## src/rtl/adc_readout_pkg.sv

```systemverilog
package adc_readout_pkg;
  typedef enum logic [1:0] {
    ST_CONV  = 2'd0,
    ST_SLEEP = 2'd1,
    ST_DATA  = 2'd2
  } rd_state_e;

  typedef enum logic [1:0] {
    TB_50  = 2'd0,
    TB_60  = 2'd1,
    TB_EXT = 2'd2
  } tb_sel_e;
endpackage

```

## src/rtl/adc_timebase.sv

```systemverilog
module adc_timebase
  import adc_readout_pkg::*;
#(
  parameter int unsigned INT_DIV   = 8,
  parameter int unsigned EXT_TMO   = 64,
  parameter int unsigned TICKS_50  = 1200,
  parameter int unsigned TICKS_60  = 1000,
  parameter int unsigned TICKS_EXT = 1280,
  parameter int unsigned CNT_W     = 11
) (
  input  logic             clk_i,
  input  logic             rst_ni,
  input  logic             run_i,
  input  logic             fo_level_i,
  input  logic             ext_tick_i,
  output logic             tick_o,
  output logic [CNT_W-1:0] target_o,
  output tb_sel_e          sel_o
);
  localparam int unsigned WD_W  = $clog2(EXT_TMO + 1);
  localparam int unsigned PRE_W = (INT_DIV > 1) ? $clog2(INT_DIV) : 1;

  logic [WD_W-1:0] wd_q;
  logic            ext_act;
  logic            pre_tick;

  // activity detector: external clock counts as present while pulses keep arriving
  always_ff @(posedge clk_i or negedge rst_ni) begin
    if (!rst_ni)         wd_q <= '0;
    else if (ext_tick_i) wd_q <= WD_W'(EXT_TMO);
    else if (wd_q != '0) wd_q <= wd_q - 1'b1;
  end
  assign ext_act = (wd_q != '0);

  generate
    if (INT_DIV == 1) begin : g_nodiv
      assign pre_tick = 1'b1;
    end else begin : g_div
      logic [PRE_W-1:0] pre_q;
      always_ff @(posedge clk_i or negedge rst_ni) begin
        if (!rst_ni)                          pre_q <= '0;
        else if (!run_i)                      pre_q <= '0;
        else if (pre_q == PRE_W'(INT_DIV - 1)) pre_q <= '0;
        else                                  pre_q <= pre_q + 1'b1;
      end
      assign pre_tick = (pre_q == PRE_W'(INT_DIV - 1));
    end
  endgenerate

  always_comb begin
    if (ext_act)         sel_o = TB_EXT;
    else if (fo_level_i) sel_o = TB_50;
    else                 sel_o = TB_60;
    unique case (sel_o)
      TB_EXT:  target_o = CNT_W'(TICKS_EXT);
      TB_50:   target_o = CNT_W'(TICKS_50);
      default: target_o = CNT_W'(TICKS_60);
    endcase
  end

  assign tick_o = run_i & (ext_act ? ext_tick_i : pre_tick);


  ext_detect_chk: assert property (@(posedge clk_i) disable iff (!rst_ni)
    ext_tick_i |=> (sel_o == TB_EXT));
endmodule

```

## src/rtl/adc_sck_engine.sv

```systemverilog
module adc_sck_engine #(
  parameter int unsigned SCK_HALF = 4
) (
  input  logic clk_i,
  input  logic rst_ni,
  input  logic cs_n_i,
  input  logic sck_i,
  input  logic active_i,
  output logic int_mode_o,
  output logic cs_rise_o,
  output logic sck_o,
  output logic sck_oe_o,
  output logic fall_o,
  output logic rise_o
);
  localparam int unsigned DIV_W = (SCK_HALF > 1) ? $clog2(SCK_HALF) : 1;

  logic             init_q, cs_q, mode_q, sck_q, gen_q;
  logic [DIV_W-1:0] div_q;
  logic             cs_fall, toggle;

  assign cs_fall   = cs_q & ~cs_n_i;
  assign cs_rise_o = ~cs_q & cs_n_i;

  // mode captured once after reset release, then at each chip-select fall
  always_ff @(posedge clk_i or negedge rst_ni) begin
    if (!rst_ni) begin
      init_q <= 1'b0;
      cs_q   <= 1'b1;
      mode_q <= 1'b1;
      sck_q  <= 1'b1;
    end else begin
      init_q <= 1'b1;
      cs_q   <= cs_n_i;
      sck_q  <= sck_i;
      if (!init_q || cs_fall) mode_q <= sck_i;
    end
  end

  assign toggle = active_i & mode_q & (div_q == DIV_W'(SCK_HALF - 1));

  always_ff @(posedge clk_i or negedge rst_ni) begin
    if (!rst_ni) begin
      div_q <= '0;
      gen_q <= 1'b1;
    end else if (!(active_i && mode_q)) begin
      div_q <= '0;
      gen_q <= 1'b1;
    end else if (toggle) begin
      div_q <= '0;
      gen_q <= ~gen_q;
    end else begin
      div_q <= div_q + 1'b1;
    end
  end

  always_comb begin
    if (mode_q) begin
      fall_o = toggle & gen_q;
      rise_o = toggle & ~gen_q;
    end else begin
      fall_o = active_i & sck_q & ~sck_i;
      rise_o = active_i & ~sck_q & sck_i;
    end
  end

  assign int_mode_o = mode_q;
  assign sck_o      = gen_q;
  assign sck_oe_o   = active_i & mode_q;


  mode_latch_chk: assert property (@(posedge clk_i) disable iff (!rst_ni)
    $fell(cs_n_i) |=> (int_mode_o == $past(sck_i)));

  sck_idle_chk: assert property (@(posedge clk_i) disable iff (!rst_ni)
    !active_i |=> sck_o);
endmodule

```

## src/rtl/adc_shift_out.sv

```systemverilog
module adc_shift_out #(
  parameter int unsigned WORD_W = 32
) (
  input  logic              clk_i,
  input  logic              rst_ni,
  input  logic              load_i,
  input  logic              shift_i,
  input  logic [WORD_W-1:0] data_i,
  output logic              msb_o
);
  logic [WORD_W-1:0] word_q;

  always_ff @(posedge clk_i or negedge rst_ni) begin
    if (!rst_ni)      word_q <= '0;
    else if (load_i)  word_q <= data_i;
    else if (shift_i) word_q <= {word_q[WORD_W-2:0], 1'b0};
  end

  assign msb_o = word_q[WORD_W-1];


  load_capture_chk: assert property (@(posedge clk_i) disable iff (!rst_ni)
    load_i |=> (msb_o == $past(data_i[WORD_W-1])));

  hold_word_chk: assert property (@(posedge clk_i) disable iff (!rst_ni)
    (!load_i && !shift_i) |=> $stable(msb_o));
endmodule

```

## src/rtl/adc_readout_ctrl.sv

```systemverilog
module adc_readout_ctrl
  import adc_readout_pkg::*;
#(
  parameter int unsigned WORD_W    = 32,
  parameter int unsigned INT_DIV   = 8,
  parameter int unsigned EXT_TMO   = 64,
  parameter int unsigned TICKS_50  = 1200,
  parameter int unsigned TICKS_60  = 1000,
  parameter int unsigned TICKS_EXT = 1280,
  parameter int unsigned SCK_HALF  = 4
) (
  input  logic              clk_i,
  input  logic              rst_ni,
  input  logic              cs_n_i,
  input  logic              sck_i,
  input  logic              fo_level_i,
  input  logic              ext_tick_i,
  input  logic [WORD_W-1:0] result_i,
  output logic              sdo_o,
  output logic              sdo_oe_o,
  output logic              sck_o,
  output logic              sck_oe_o,
  output logic              pullup_en_o
);
  localparam int unsigned MAX_T = (TICKS_50 > TICKS_60)
                                ? ((TICKS_50 > TICKS_EXT) ? TICKS_50 : TICKS_EXT)
                                : ((TICKS_60 > TICKS_EXT) ? TICKS_60 : TICKS_EXT);
  localparam int unsigned CNT_W = $clog2(MAX_T + 1);
  localparam int unsigned BIT_W = $clog2(WORD_W);

  rd_state_e        state_q;
  logic [CNT_W-1:0] conv_cnt_q, target;
  logic [BIT_W-1:0] bit_cnt_q;
  logic             tick, conv_last, load, shift, msb;
  logic             int_mode, cs_rise, fall_ev, rise_ev;
  tb_sel_e          tb_sel;

  adc_timebase #(
    .INT_DIV(INT_DIV), .EXT_TMO(EXT_TMO), .TICKS_50(TICKS_50),
    .TICKS_60(TICKS_60), .TICKS_EXT(TICKS_EXT), .CNT_W(CNT_W)
  ) u_tb (
    .clk_i, .rst_ni,
    .run_i      (state_q == ST_CONV),
    .fo_level_i,
    .ext_tick_i,
    .tick_o     (tick),
    .target_o   (target),
    .sel_o      (tb_sel)
  );

  adc_sck_engine #(.SCK_HALF(SCK_HALF)) u_sck (
    .clk_i, .rst_ni, .cs_n_i, .sck_i,
    .active_i   (state_q == ST_DATA),
    .int_mode_o (int_mode),
    .cs_rise_o  (cs_rise),
    .sck_o,
    .sck_oe_o,
    .fall_o     (fall_ev),
    .rise_o     (rise_ev)
  );

  adc_shift_out #(.WORD_W(WORD_W)) u_shift (
    .clk_i, .rst_ni,
    .load_i  (load),
    .shift_i (shift),
    .data_i  (result_i),
    .msb_o   (msb)
  );

  assign conv_last = ({1'b0, conv_cnt_q} + 1'b1) >= {1'b0, target};
  assign load      = (state_q == ST_CONV) & tick & conv_last;
  // first falling edge keeps the MSB that was presented at entry
  assign shift     = (state_q == ST_DATA) & fall_ev & (bit_cnt_q != '0) & ~cs_rise;

  always_ff @(posedge clk_i or negedge rst_ni) begin
    if (!rst_ni) begin
      state_q    <= ST_CONV;
      conv_cnt_q <= '0;
      bit_cnt_q  <= '0;
    end else begin
      unique case (state_q)
        ST_CONV: if (tick) begin
          if (conv_last) begin
            state_q    <= ST_SLEEP;
            conv_cnt_q <= '0;
          end else begin
            conv_cnt_q <= conv_cnt_q + 1'b1;
          end
        end
        ST_SLEEP: if (!cs_n_i) begin
          state_q   <= ST_DATA;
          bit_cnt_q <= '0;
        end
        ST_DATA: begin
          if (cs_rise) begin
            state_q <= ST_CONV;
          end else if (rise_ev) begin
            if (bit_cnt_q == BIT_W'(WORD_W - 1)) state_q <= ST_CONV;
            else bit_cnt_q <= bit_cnt_q + 1'b1;
          end
        end
        default: state_q <= ST_CONV;
      endcase
    end
  end

  always_comb begin
    if (cs_n_i)                  sdo_o = 1'b0;
    else if (state_q == ST_DATA) sdo_o = msb;
    else                         sdo_o = (state_q == ST_CONV);
  end

  assign sdo_oe_o    = ~cs_n_i;
  assign pullup_en_o = int_mode;


  abort_restart_chk: assert property (@(posedge clk_i) disable iff (!rst_ni)
    (state_q == ST_DATA && cs_n_i) |=> (state_q == ST_CONV));

  sleep_hold_chk: assert property (@(posedge clk_i) disable iff (!rst_ni)
    (state_q == ST_SLEEP && cs_n_i) |=> (state_q == ST_SLEEP));

  data_entry_chk: assert property (@(posedge clk_i) disable iff (!rst_ni)
    (state_q == ST_CONV) |=> (state_q != ST_DATA));

  ext_no_drive_chk: assert property (@(posedge clk_i) disable iff (!rst_ni)
    !pullup_en_o |-> !sck_oe_o);
endmodule

```

## config.mk

```make
export PLATFORM = sky130hd
export DESIGN_NAME = adc_readout_ctrl
export DESIGN_NICKNAME = d
export VERILOG_FILES = /design/src/rtl/adc_readout_pkg.sv /design/src/rtl/adc_timebase.sv /design/src/rtl/adc_sck_engine.sv /design/src/rtl/adc_shift_out.sv /design/src/rtl/adc_readout_ctrl.sv
export SDC_FILE = /design/constraint.sdc
export NUM_CORES = 1
export LEC_CHECK = 0
export BUFFER_PORTS_ARGS = -buffer_cell sky130_fd_sc_hd__buf_2
export CORE_UTILIZATION = 65
export CTS_BUF_LIST = sky130_fd_sc_hd__clkbuf_2
export DETAILED_ROUTE_END_ITERATION = 6
export PLACE_DENSITY = 0.87
export SLEW_MARGIN = 40
export SYNTH_ARGS = -nofsm -noshare
export SYNTH_HDL_FRONTEND = slang
export SYNTH_SLANG_ARGS = --single-unit
```

## constraint.sdc

```tcl
create_clock -name clk_i -period 5.4 [get_ports clk_i]
set_clock_uncertainty 0.2 [all_clocks]
set_input_delay 0 -clock clk_i [delete_from_list [all_inputs] [get_ports clk_i]]
set_output_delay 0 -clock clk_i [all_outputs]
set_load 0.1 [all_outputs]
```

# Yosys cells after proc, flatten, opt, wreduce, memory -nomap -nowiden
# Cells that the tools add are included.
# classes
mux	31
n_lt_le_gt_ge	1
bitwise	22
add_sub_neg	6
n_eq_ne	15
n_reduce_logical	13
# ops
operator	n
two-way mux 32 bit	2
case mux 11 bit (2 select lines)	1
two-way mux 5 bit	4
two-way mux 2 bit	9
AND 1 bit	16
two-way mux 7 bit	2
adder 11 x 1 -> 12 bit (second input constant)	1
greater-or-equal comparator 12 x 11 -> 1 bit	1
!= test 2 bit (second input constant)	6
adder 11 x 1 -> 11 bit (second input constant)	1
two-way mux 11 bit	1
case mux 5 bit (2 select lines)	1
AND reduction 5 bit	2
two-way mux 1 bit	8
nonzero test 7 bit	1
subtractor 7 x 1 -> 7 bit (second input constant)	1
== test 2 bit (second input constant)	3
two-way mux 3 bit	2
!= test 3 bit (second input constant)	2
inverter 1 bit	6
case mux 2 bit (3 select lines)	1
nonzero test 2 bit	3
adder 5 x 1 -> 5 bit (second input constant)	1
== test 5 bit (second input constant)	1
11 further kinds	12
# totals
reg_bits	67

# Longest topological paths before layout
# logic_depth
ltp_word	10
ltp_mapped	14

# Modules after synthesis
# From an unflattened synthesis, not the netlist that was laid out.
# unflattened
cells_unflattened	394
area_unflattened_um2	3813.7
# modules_own_cells
module	cells_each	instances	area_each_um2
adc_shift_out	139	1	1512.7
adc_readout_ctrl	165	1	1373.8
adc_timebase	65	1	620.6
adc_sck_engine	25	1	306.5

# Least setup slack after synthesis
# OpenSTA, ideal clock, no wires.
# synth_path
path_kind	reg2reg
from	register conv_cnt_q[2]
to	register u_shift.word_q[0]
slack_ps	2382
arrival_ps	2693
setup_ps	125
period_less_slack_ps	3018
path_stages_with_launch	13
cell_sequence	dfrtp_1 > nand3_2 > nor3_1 > nand3_1 > xnor2_1 > ha_1 > a21o_1 > a21oi_1 > o31a_1 > o211ai_2 > nand2_2 > buf_6 > mux2_4
# synth_via
elab_chain_len	4
elab_cells_between_ends	5
classes_between	add/sub: 1; order compare: 1; mux: 1; bitwise: 1; reduce/logical: 1
# synth_lines
item	line	rtl
from (decl)	adc_readout_ctrl.sv:32	logic [CNT_W-1:0] conv_cnt_q, target;
from (signal assigned)	adc_readout_ctrl.sv:87	conv_cnt_q <= conv_cnt_q + 1'b1;
adder 11 x 1 -> 12 bit (*)	adc_readout_ctrl.sv:70	assign conv_last = ({1'b0, conv_cnt_q} + 1'b1) >= {1'b0, target};
greater-or-equal comparator 12 x 11 -> 1 bit (*)	adc_readout_ctrl.sv:70	
AND 1 bit (*)	adc_readout_ctrl.sv:71	assign load = (state_q == ST_CONV) & tick & conv_last;
two-way mux 32 bit / nonzero test 2 bit (equally long branches)	--	
to (signal assigned)	adc_shift_out.sv:15	else if (load_i) word_q <= data_i;
to (signal assigned)	adc_shift_out.sv:16	else if (shift_i) word_q <= {word_q[WORD_W-2:0], 1'b0};
to (decl)	adc_shift_out.sv:11	logic [WORD_W-1:0] word_q;
# Every way passes the cells marked *; elsewhere a longest branch is shown, timed or not.
# A chain may end at the register's enable or synchronous reset.

# Worst setup path after layout
# layout_path
from	register conv_cnt_q[2]
to	register u_shift.word_q[25]
# The elaborated chain is that of the path after synthesis.

==> key figures <==
Setup path
  – Slowest cell on crit path: o311a_1
  – Critical path class: register to register
  – Crit path launch type: register
  – Cell Chain, Critical Path: nand3_2, nor3_1, nand3_1, xnor2_1, ha_1, a21o_1, a21oi_1, o311a_1, nor2_2, nand2_4, mux2_2
  – CP endpoint kind: register
  – Cell family with most CP delay: simple AND/OR/NAND/NOR gates
  – CP Data Required Time: 5.58 ns
  – Critical Path Fanout Max: 33
  – Critical path arrival: 3.97 ns
  – Critical path's largest stage delay: 0.47 ns
  – WP buf/inv: 0

Global routing
  – Pin count of the biggest net entering global routing: 68
  – GR Util All Layers: 29.78%
  – GR Overflow Total: 0
  – Vias in the first global route: 2903
  – First-pass GRT wire length: 13740 um
  – Initial antenna violation count: 0

Floorplanning
  – Die X: 78.66 um
  – Initial Util: 68.53%
  – Die area: 6187 um2
  – IO Pins: 43
  – # rows: 27
  – Chip height: 78.66 um
  – Core Footprint: 5574 um2

STA
  – Fin crit period: 3.788 ns
  – Final Max Tran Viols: 0
  – Final period util: 70.14%
  – Fmax: 0.2640 GHz
  – Slew headroom: 59.85%
  – Setup Total Neg Slack: 0 ns
  – Final Hold Viols: 0
  – RSZ-0062 raised after global routing: no
  – Worst-Margin Slew: 0.6017 ns
  – Fin Hold WS: 0.07188 ns
  – Final setup viols: 0

Flow run
  – Maxcap violations: 0

CTS
  – Max Root-Sink Buffers: 2
  – CTS Buf Count: 9
  – Root buf cell: clkbuf_2
  – H-tree depth: 3
  – Clock Pin Slew Worst Setup and Hold Paths: 0.19 ns
  – Setup bufs post-CTS: 0
  – CTS sink count: 67
  – CTS tree: yes
  – Worst-Skew Late Latency: 0.47 ns

Logic synthesis
  – FFs w/ async S/R, synth: 100.0%
  – Area share of the largest cell type after synthesis: 41.27%
  – EDFF count, synth: 0
  – Most common cell in the synthesized netlist: dfrtp_1
  – Syn Inst Count: 338
  – Syn Area/Cell: 11.30 um2
  – Synth cell types: 54
  – Top_reg_cell synth: dfrtp_1
  – Post-synth top cells: dfrtp_1, mux2_2, nand2_1, mux2_4, o21ai_0
  – Post-Syn Area: 3820 um2
  – Synth area leader: dfrtp_1
  – Seq/Total Area, Yosys: 44.02%
  – Warnings, synthesis: 0
  – Mapped Nets: 391
  – Top post-synthesis cells by area: dfrtp_1, mux2_4, mux2_2, ha_1, nand2_1
  – Yosys reg bits: 67

Cells and area
  – Nets: 471
  – # diodes: 0
  – Post-route cell area: 4547 um2
  – Final Util: 81.57%
  – Layout cells sized above 1: 32.86%
  – Area grow syn2layout: 19.03%

Pwr
  – PwrDens: 426.0 nW/um2
  – Post-layout power: 1.937 mW
  – LEAKAGE: 2.245 nW
  – Maximum vdd drop: 0.0003046 V

Placement
  – HPWL Detailed: 4770 um
  – GPL Wtd Cong: 0.8267
  – Placed Area: 4056 um2
  – Port buffer count: 42

Detailed routing
  – Initial DRC count: 137
  – Post-route DRC violation count: 0
  – Routed WL: 8329 um
  – WL/cell: 16.83 um
  – Post-route ant nets: 0
  – DR pass1 iterations: 5
  – Total number of vias: 2835
  – Via density: 5.727

Min path
  – Hold Path Class: input pin to register

Outcome
  – Status: completed
flip-flops by register name, indices dropped and copies added, names as in the netlist, 2 cells and up:
name	flops
u_tb.g_div.pre_q	3
u_sck.div_q	2
u_shift.word_q	32
state_q	2
bit_cnt_q	5
u_tb.wd_q	7
conv_cnt_q	11
final cells by class:
type / count / area [um2]
clock buffer: 11 / 55.05
clock inverter: 5 / 31.28
fill: 323 / 1027
inverter: 14 / 52.55
multi-input combinational: 242 / 2007
sequential: 67 / 1682
tap: 72 / 90.09
timing repair buffer: 84 / 629.4
kinds of logic (layout without fill, tap and decap cells):
family | after synthesis | count (layout) | share of synthesized area [%]
simple gates | 98 | 98 | 13.43
flops | 67 | 67 | 44.02
mux | 65 | 65 | 22.01
compound gates | 49 | 49 | 8.582
buf+inv | 29 | 114 | 3.734
fa+ha+maj | 15 | 15 | 4.913
xor+xnor | 14 | 14 | 3.210
other cells | 1 | 1 | 0.09817
worst paths after layout:
path / start / end / slack [ns] / depth (start not counted)
max in group asynchronous: rst_ni / u_shift.word_q[0] / 4.09 / 4
worst min register to register: u_tb.g_div.pre_q[0] / u_tb.g_div.pre_q[0] / 0.26 / 1
min in group asynchronous: rst_ni / u_tb.wd_q[6] / 0.46 / 4
worst max register to register: conv_cnt_q[2] / u_shift.word_q[25] / 1.61 / 11
worst max-delay path: conv_cnt_q[2] / u_shift.word_q[25] / 1.61 / 11
worst min-delay path: result_i[11] / u_shift.word_q[11] / 0.07 / 3
per-stage QoR:
step,instances,worst slack [ns]
after global routing,495,1.309
after floorplan,338,2.382
after CTS,495,1.615
after global placement,439,1.518
final,495,1.612
after detailed placement,439,1.655
tightest hold or removal path: cells and delay by family:
kind	cells	cell delay, ns
multiplexers	1	0.13
buffers and inverters	2	0.60
what timing repair did:
item / 4_1_cts / 5_1_grt
endpoints found under the hold margin: 113 / 0
gates resized for setup: 0 / 0
hold buffers: 40 / 0
cells in the final DEF (no fill, tap or decap), types with 3 or more instances in the layout:
| cell type | Yosys | final |
|---|---|---|
| dlygate4sd3_1 | 0 | 40 |
| dfrtp_1 | 63 | 63 |
| nor3b_1 | 3 | 3 |
| nor2_1 | 15 | 15 |
| or2_2 | 3 | 3 |
| mux2_2 | 36 | 36 |
| xor2_1 | 4 | 4 |
| xnor2_1 | 10 | 10 |
| nor4_1 | 3 | 3 |
| and2_1 | 3 | 3 |
| or3_1 | 3 | 3 |
| buf_2 | 8 | 42 |
| ha_1 | 15 | 15 |
| o22ai_1 | 4 | 4 |
| a21oi_1 | 5 | 5 |
| clkbuf_2 | 1 | 11 |
| mux2_4 | 29 | 29 |
| dfstp_2 | 4 | 4 |
| nand3_1 | 6 | 6 |
| clkinvlp_4 | 0 | 3 |
| o211ai_1 | 6 | 6 |
| o21ai_0 | 16 | 16 |
| inv_1 | 14 | 14 |
| nor2b_1 | 5 | 5 |
| nor3_1 | 7 | 7 |
| nand2_1 | 34 | 34 |
where the power goes:
group          internal [mW]  switching, mW  total [mW]
clock                 0.0618          0.175       0.237
sequential             0.639          0.114       0.753
combinational          0.471          0.476       0.947
total                   1.17          0.765        1.94
routing by layer:
metal	global-route usage [%]	up-vias	share of wire [%]
li1	-	1357	-
met1	33.87	1383	40
met2	53.57	79	53
met3	6.047	16	4.0
met4	13.15	0	3.1
met5	0	-	0
No activity file was read; power rests on OpenSTA's default activity.
